==> config.mk <==
export PLATFORM = sky130hd
export DESIGN_NAME = pg_pin_ctrl
export DESIGN_NICKNAME = d
export VERILOG_FILES = /design/src/rtl/pg_pin_pkg.sv /design/src/rtl/pg_rail_flags.sv /design/src/rtl/pg_gpo_regs.sv /design/src/rtl/pg_monitor_gate.sv /design/src/rtl/pg_pin_ctrl.sv
export SDC_FILE = /design/constraint.sdc
export NUM_CORES = 1
export LEC_CHECK = 0
export ABC_AREA = 1
export BUFFER_PORTS_ARGS = -buffer_cell sky130_fd_sc_hd__buf_2
export CAP_MARGIN = 5
export CORE_UTILIZATION = 39
export CTS_BUF_LIST = sky130_fd_sc_hd__clkbuf_4
export DETAILED_ROUTE_END_ITERATION = 7
export PLACE_DENSITY_LB_ADDON = 0.05
export REMOVE_ABC_BUFFERS = 1
export SLEW_MARGIN = 25
export SYNTH_ARGS = -nofsm -noshare
export SYNTH_HDL_FRONTEND = slang
export SYNTH_SLANG_ARGS = --single-unit
==> constraint.sdc <==
create_clock -name clk -period 0.9 [get_ports clk]
set_clock_uncertainty 0.15 [all_clocks]
set_input_delay 0.09 -clock clk [delete_from_list [all_inputs] [get_ports clk]]
set_output_delay 0.09 -clock clk [all_outputs]
set_load 0.05 [all_outputs]
==> src/rtl/pg_pin_pkg.sv <==
package pg_pin_pkg;
   typedef enum logic [1:0] {
      PS_OFF   = 2'd0,
      PS_PWRUP = 2'd1,
      PS_RUN   = 2'd2,
      PS_STBY  = 2'd3
   } pwr_state_e;

   localparam int MAX_RAILS = 32;
endpackage

==> src/rtl/pg_rail_flags.sv <==
// Per-rail live status and sticky interrupt flags.
module pg_rail_flags #(
   parameter int NUM_RAILS = 8
) (
   input  logic                 clk,
   input  logic                 rst_n,
   input  logic [NUM_RAILS-1:0] ov_in,
   input  logic [NUM_RAILS-1:0] uv_in,
   input  logic [NUM_RAILS-1:0] ov_clr,
   input  logic [NUM_RAILS-1:0] uv_clr,
   output logic [NUM_RAILS-1:0] ov_live,
   output logic [NUM_RAILS-1:0] uv_live,
   output logic [NUM_RAILS-1:0] ov_sticky,
   output logic [NUM_RAILS-1:0] uv_sticky
);
   for (genvar i = 0; i < NUM_RAILS; i++) begin : g_rail
      always_ff @(posedge clk or negedge rst_n) begin
         if (!rst_n) begin
            ov_live[i]   <= 1'b0;
            uv_live[i]   <= 1'b0;
            ov_sticky[i] <= 1'b0;
            uv_sticky[i] <= 1'b0;
         end else begin
            ov_live[i] <= ov_in[i];
            uv_live[i] <= uv_in[i];
            // a fault in the clear cycle keeps the bit set
            if (ov_in[i])       ov_sticky[i] <= 1'b1;
            else if (ov_clr[i]) ov_sticky[i] <= 1'b0;
            if (uv_in[i])       uv_sticky[i] <= 1'b1;
            else if (uv_clr[i]) uv_sticky[i] <= 1'b0;
         end
      end
   end
endmodule

==> src/rtl/pg_gpo_regs.sv <==
// Run and standby output bits for general-purpose mode.
module pg_gpo_regs (
   input  logic clk,
   input  logic rst_n,
   input  logic preload,
   input  logic preload_val,
   input  logic wr,
   input  logic wr_sel,
   input  logic wr_data,
   output logic run_bit,
   output logic stby_bit
);
   always_ff @(posedge clk or negedge rst_n) begin
      if (!rst_n) begin
         run_bit  <= 1'b0;
         stby_bit <= 1'b0;
      end else if (preload) begin
         run_bit  <= preload_val;
         stby_bit <= preload_val;
      end else if (wr) begin
         if (wr_sel) stby_bit <= wr_data;
         else        run_bit  <= wr_data;
      end
   end
endmodule

==> src/rtl/pg_monitor_gate.sv <==
// Mask control, AND of the selected rails and power-up fault capture.
module pg_monitor_gate #(
   parameter int NUM_RAILS = 8
) (
   input  logic                 clk,
   input  logic                 rst_n,
   input  logic                 pg_mode,
   input  logic                 in_off,
   input  logic                 release_evt,
   input  logic [NUM_RAILS-1:0] ov_in,
   input  logic [NUM_RAILS-1:0] uv_in,
   input  logic [NUM_RAILS-1:0] sel,
   output logic                 unmask_now,
   output logic                 all_good,
   output logic                 pwrup_fault
);
   logic [NUM_RAILS-1:0] rail_ok;
   logic                 unmasked_q;

   for (genvar i = 0; i < NUM_RAILS; i++) begin : g_qual
      assign rail_ok[i] = !sel[i] || !(ov_in[i] || uv_in[i]);
   end

   assign all_good   = &rail_ok;
   assign unmask_now = (unmasked_q || release_evt) && !in_off;

   always_ff @(posedge clk or negedge rst_n) begin
      if (!rst_n) begin
         unmasked_q  <= 1'b0;
         pwrup_fault <= 1'b0;
      end else begin
         if (in_off)           unmasked_q <= 1'b0;
         else if (release_evt) unmasked_q <= 1'b1;

         if (release_evt && pg_mode && !in_off && !all_good) pwrup_fault <= 1'b1;
         else if (in_off)                                   pwrup_fault <= 1'b0;
      end
   end
endmodule

==> src/rtl/pg_pin_ctrl.sv <==
module pg_pin_ctrl #(
   parameter int NUM_RAILS = 8
) (
   input  logic                 clk,
   input  logic                 rst_n,
   input  logic                 cfg_pg_mode,
   input  logic                 cfg_pin_in_seq,
   input  logic [1:0]           pwr_state,
   input  logic                 rst_release,
   input  logic [NUM_RAILS-1:0] rail_ov,
   input  logic [NUM_RAILS-1:0] rail_uv,
   input  logic [NUM_RAILS-1:0] rail_pg_en,
   input  logic                 gpo_wr,
   input  logic                 gpo_wr_sel,
   input  logic                 gpo_wr_data,
   input  logic [NUM_RAILS-1:0] ov_int_clr,
   input  logic [NUM_RAILS-1:0] uv_int_clr,
   output logic                 pin_pull_low,
   output logic [NUM_RAILS-1:0] ov_status,
   output logic [NUM_RAILS-1:0] uv_status,
   output logic [NUM_RAILS-1:0] ov_int,
   output logic [NUM_RAILS-1:0] uv_int,
   output logic                 pwrup_fault
);
   import pg_pin_pkg::*;

   if (NUM_RAILS < 1 || NUM_RAILS > MAX_RAILS) begin : g_bad_rails
      $error("pg_pin_ctrl: NUM_RAILS out of range");
   end

   pwr_state_e st;
   logic       in_off;
   logic       run_bit, stby_bit;
   logic       unmask_now, all_good;
   logic       gpo_level, pg_level, release_pin;

   assign st     = pwr_state_e'(pwr_state);
   assign in_off = (st == PS_OFF);

   pg_rail_flags #(.NUM_RAILS(NUM_RAILS)) u_flags (
      .clk       (clk),
      .rst_n     (rst_n),
      .ov_in     (rail_ov),
      .uv_in     (rail_uv),
      .ov_clr    (ov_int_clr),
      .uv_clr    (uv_int_clr),
      .ov_live   (ov_status),
      .uv_live   (uv_status),
      .ov_sticky (ov_int),
      .uv_sticky (uv_int)
   );

   pg_gpo_regs u_gpo (
      .clk         (clk),
      .rst_n       (rst_n),
      .preload     (in_off),
      .preload_val (cfg_pin_in_seq),
      .wr          (gpo_wr),
      .wr_sel      (gpo_wr_sel),
      .wr_data     (gpo_wr_data),
      .run_bit     (run_bit),
      .stby_bit    (stby_bit)
   );

   pg_monitor_gate #(.NUM_RAILS(NUM_RAILS)) u_gate (
      .clk         (clk),
      .rst_n       (rst_n),
      .pg_mode     (cfg_pg_mode),
      .in_off      (in_off),
      .release_evt (rst_release),
      .ov_in       (rail_ov),
      .uv_in       (rail_uv),
      .sel         (rail_pg_en),
      .unmask_now  (unmask_now),
      .all_good    (all_good),
      .pwrup_fault (pwrup_fault)
   );

   always_comb begin
      unique case (st)
         PS_RUN:  gpo_level = run_bit;
         PS_STBY: gpo_level = stby_bit;
         default: gpo_level = 1'b0;
      endcase
   end

   assign pg_level    = unmask_now && all_good;
   assign release_pin = cfg_pg_mode ? pg_level : gpo_level;

   always_ff @(posedge clk or negedge rst_n) begin
      if (!rst_n) pin_pull_low <= 1'b1;
      else        pin_pull_low <= !release_pin;
   end
endmodule

Word-level counts from Yosys, hierarchy flattened --
Index checks and enable logic that the tools add are counted.
Word-level totals: flip-flop bits (word level) 37, input port bits 50, output and inout port bits 34, word-level logic and storage cells 149
Operators by class: eq/ne operators 3, muxes and demuxes 44, reductions and logical operators 65
Operators by type and width (number):
- 1-bit two-way mux | 43
- 2-bit nonzero test | 20
- 1-bit logical NOT | 19
- 1-bit logical OR | 17
- 8-bit AND reduction | 1
- 1-bit logical AND | 5
- 2-bit == test (second input constant) | 2
- 2-bit AND reduction | 2
- 2-bit logical NOT | 1
- 2-bit by 1-bit inequality test with 1-bit output (second input constant) | 1
- 1-bit one-hot mux with 2 select lines | 1

Longest topological paths before layout --
word-level depth 7, gate-level depth with buffers 7, depth with buffers taken out 7

By module --
Synthesis repeated with hierarchy kept, for this count alone.
Unflattened totals: cells, all modules 149, area total of the unflattened synthesis 1370.1 sq um
By module, submodules not included:
- pg_rail_flags | instances 1, cells each 96, area each 1041.0 sq um, sequential area each 800.8 sq um
- pg_monitor_gate | instances 1, cells each 26, area each 151.4 sq um, sequential area each 50.0 sq um
- pg_gpo_regs | instances 1, cells each 17, area each 113.9 sq um, sequential area each 50.0 sq um
- pg_pin_ctrl | instances 1, cells each 10, area each 63.8 sq um, sequential area each 26.3 sq um

Worst setup path before layout --
Ideal clock, no wire load.
path kind register -> register, from reg, netlist name u_gate.pwrup_fault, to reg u_gate.pwrup_fault, setup time 0.083 ns, arrival 0.811 ns, required time 0.667 ns, slack -0.143 ns, stages on the path, launching flop included 3, buffers on the path 0, clock period less this slack 1.043 ns, cells stage by stage dfrtp_1 inv_1 o21ai_0
RTL lines:
- to (signal assigned) | RTL line pg_monitor_gate.sv:30 | pwrup_fault <= 1'b0;
- to (signal assigned) | RTL line pg_monitor_gate.sv:35 | if (release_evt && pg_mode && !in_off && !all_good) pwrup_fault <= 1'b1;
- to (signal assigned) | RTL line pg_monitor_gate.sv:36 | else if (in_off) pwrup_fault <= 1'b0;
- to (decl) | RTL line pg_monitor_gate.sv:15 | output logic pwrup_fault

Worst setup path after layout --
from reg pin_pull_low, to out pin_pull_low
RTL lines:
- from (decl) | RTL line pg_pin_ctrl.sv:18 | output logic pin_pull_low,
- from (signal assigned) | RTL line pg_pin_ctrl.sv:92 | else pin_pull_low <= !release_pin;
No word-level cell between the ends.

==> impl_metrics.json <==
{
  "start_util_pct": 42.2,
  "leakage_uw": 0.00134,
  "worst_slew_pin_slew_ns": 0.318,
  "track_usage_pct": 23.3,
  "grt_overflow_total": 0,
  "crit_path_start_kind": "register",
  "worstPathMaxFanout": 1,
  "crit_path_cell_trace": "buf_8",
  "nFillCells": 188,
  "required_ns": 0.66,
  "min_period_ns": 1.25,
  "timing.reg2reg.worst_path_depth": 5,
  "grt_pass1_vias": 1424,
  "die_w_um": 60.2,
  "switching_share_pct": 31.4,
  "outcome": "finished, violations left",
  "timing.rr.end": "pin_pull_low$_DFF_PN1_",
  "synth_most_common_cell": "dfrtp_1",
  "rrSetupSlack_ns": -0.07,
  "slew_viol_final": 0,
  "synthTopCellsByArea": "dfrtp_1 68%, o21bai_1 9.1%, inv_1 6.3%",
  "synth-edff-count": 0,
  "hp-start": "rst_release",
  "placed_area_mm2": 0.00189,
  "cts_root_buf": "clkbuf_4",
  "portBuffers": 83,
  "yosys_register_bits": 37,
  "critPathMaxStageDelay_ns": 0.55,
  "p_seq_share_pct": 49.2,
  "vias": 1301,
  "cap_violations": 0,
  "cts_buffers": 5,
  "design_area_mm2": 0.00255,
  "io_pins": 84,
  "synth_area_per_cell_um2": 12.0,
  "fin_crit_sh_pct": 138,
  "maxUsedRoutingLayer": "met4",
  "ys_async_sr_fraction_pct": 100,
  "regArea_um2": 927,
  "synthToLayoutAreaGrowth_pct": 93.5,
  "grt_start_max_net_pins": 20,
  "power_density_mw_per_mm2": 1470,
  "wl_met1_um": 1490,
  "clock.fmax_mhz": 802,
  "firstDrtPassIters": 4,
  "critical_path_class": "reg2out",
  "drtAntennaViolNets": 0,
  "wl_met2_um": 2240,
  "wl_per_cell_um": 13.5,
  "internal_power_uw": 2580,
  "rsz0062_at_grt": "yes",
  "grt_pass1_wl_um": 6040,
  "chipHeight_um": 60.2,
  "setup-violations-final": 45,
  "core-area_mm2": 0.00313,
  "dr.first_iter.drc_count": 30,
  "clkPwrFrac_pct": 21.8,
  "cp.buffers_inverters": 1,
  "end_kind": "output pin",
  "drive_gt1_share_pct": 48.0,
  "finalWorstSetupSlack_ns": -0.346,
  "clkLatencyLatePin_ns": 0.32,
  "crit_family": "flip-flops",
  "slew_headroom_pct": 78.8,
  "clock_tree.buffer_depth": 2,
  "dr_wl_met3_um": 206,
  "power_frac_comb_pct": 29.0,
  "htreeDepth": 2,
  "cts_num_sinks": 37,
  "yosysWarningCount": 0,
  "finalHoldViolations": 6,
  "cpMaxStageDelayCell": "dfstp_2",
  "fin_nets": 300,
  "n_antenna_cell": 0,
  "p_switching_uw": 1180,
  "seq_area_frac_synth_pct": 70.2,
  "antenna_found_initial": 0,
  "routed_via_density": 4.43,
  "hold_path_depth": 3,
  "tns_ns": -8.54,
  "dieArea_mm2": 0.00362,
  "synth_cell_type_count": 17,
  "dp_hpwl_um": 2320,
  "yosysTopAreaCellShare_pct": 68.2,
  "synth-main-ff-cell": "dfrtp_1",
  "rr_startpoint": "u_gate.unmasked_q$_DFFE_PN0P_",
  "violations": "negative hold slack, negative setup slack",
  "cts_tree": "yes",
  "hold-worst-slack_ns": -0.134,
  "peakVddDrop_v": 0.00113,
  "arrival_ns": 1.01,
  "yosys.area.top_type": "dfrtp_1",
  "rows": 20,
  "startpoint": "pin_pull_low$_DFF_PN1_",
  "post-route-drc-count": 0,
  "place_congestion": 0.710,
  "worstHoldPathType": "in2reg",
  "synth_area_mm2": 0.00132,
  "syn_inst": 110,
  "yosys-top-cells-count": "36 x dfrtp_1, 22 x inv_1, 16 x o21bai_1, 10 x nand2_1, 6 x o21ai_0",
  "drt-total-wl_um": 3970,
  "multi_input_area_um2": 315,
  "min_to": "u_gate.unmasked_q$_DFFE_PN0P_",
  "clkSlewWorstSetupHoldPaths_ns": 0.09
}
==> flip-flops by register name, indices dropped and copies added (netlist names) <==
| signal | count |
|---|---|
| pin_pull_low | 1 |
| u_flags.ov_live | 8 |
| u_flags.ov_sticky | 8 |
| u_flags.uv_live | 8 |
| u_flags.uv_sticky | 8 |
| u_gate.pwrup_fault | 1 |
| u_gate.unmasked_q | 1 |
| u_gpo.run_bit | 1 |
| u_gpo.stby_bit | 1 |
==> layout make-up <==
class | instances | area share, %
timing repair buffer | 133 | 43.7
clock inverter | 1 | 0.147
tap | 44 | 2.16
inverter | 23 | 3.58
clock buffer | 6 | 1.76
sequential | 37 | 36.3
multi-input combinational | 50 | 12.3
==> how the worst max path moves through the flow <==
stage / end / slack [ns] / cells after the start
floorplan: u_gate.pwrup_fault$_DFFE_PN0P_ / -0.14 / 2
global placement: u_gate.pwrup_fault$_DFFE_PN0P_ / -0.18 / 7
detailed placement: u_gate.pwrup_fault$_DFFE_PN0P_ / -0.24 / 7
CTS: pin_pull_low / -0.36 / 1
global route: pin_pull_low / -0.38 / 1
finish: pin_pull_low / -0.35 / 1
==> per-layer routing <==
metal | vias up | track usage (%)
li1 | 625 | -
met1 | 619 | 25.2
met2 | 52 | 43.3
met3 | 5 | 4.55
met4 | 0 | 9.63
met5 | - | 0
==> metrics by stage <==
stage	std cells	utilization, %	setup WS [ns]	total power [uW]	hold WS (ns)
floorplan	110	-	-0.143	2330	-0.356
global placement	249	60.5	-0.182	2640	-0.142
detailed placement	249	60.5	-0.243	2660	-0.145
CTS	290	79.8	-0.364	3720	-0.152
global route	294	81.6	-0.375	3920	-0.128
finish	294	81.6	-0.346	3760	-0.134
==> power by group through the flow <==
stage / Sequential [uW] / Combinational (uW) / Clock [uW]
after floorplan: 2190 / 132 / 0
after CTS: 1850 / 1040 / 831
after global placement: 1850 / 794 / 0
after global routing: 1860 / 1160 / 905
final: 1850 / 1090 / 822
after detailed placement: 1850 / 807 / 0
==> layout by cell type, fill, tap and decap left out, types with 2 or more instances in the layout <==
cell type	count
o21ai_2	4
nor2_1	4
inv_1	18
o21ai_1	4
buf_6	36
buf_4	13
dlygate4sd3_1	32
inv_2	3
o21ai_0	5
inv_4	2
o21bai_1	15
buf_2	49
clkbuf_4	6
nand2_1	10
dfrtp_1	36
==> cell families (layout without fill, tap and decap cells) <==
group	count (synthesis)	in the layout	share of synthesized area [%]
buffers and inverters	23	163	6.73
and+or+nand+nor	18	18	6.16
AOI/OAI and AO/OA	32	32	16.9
DFF	37	37	70.2
==> what timing repair did <==
item | CTS | global route
hold buffers | 33 | 9
pin swaps | 1 | 1
hold endpoints to repair | 74 | 24
gates resized for setup | 69 | 11
endpoints found under the setup margin | 35 | 47
buffers inserted | 1 | 4
Note: power is estimated with default switching activity, not from simulation.
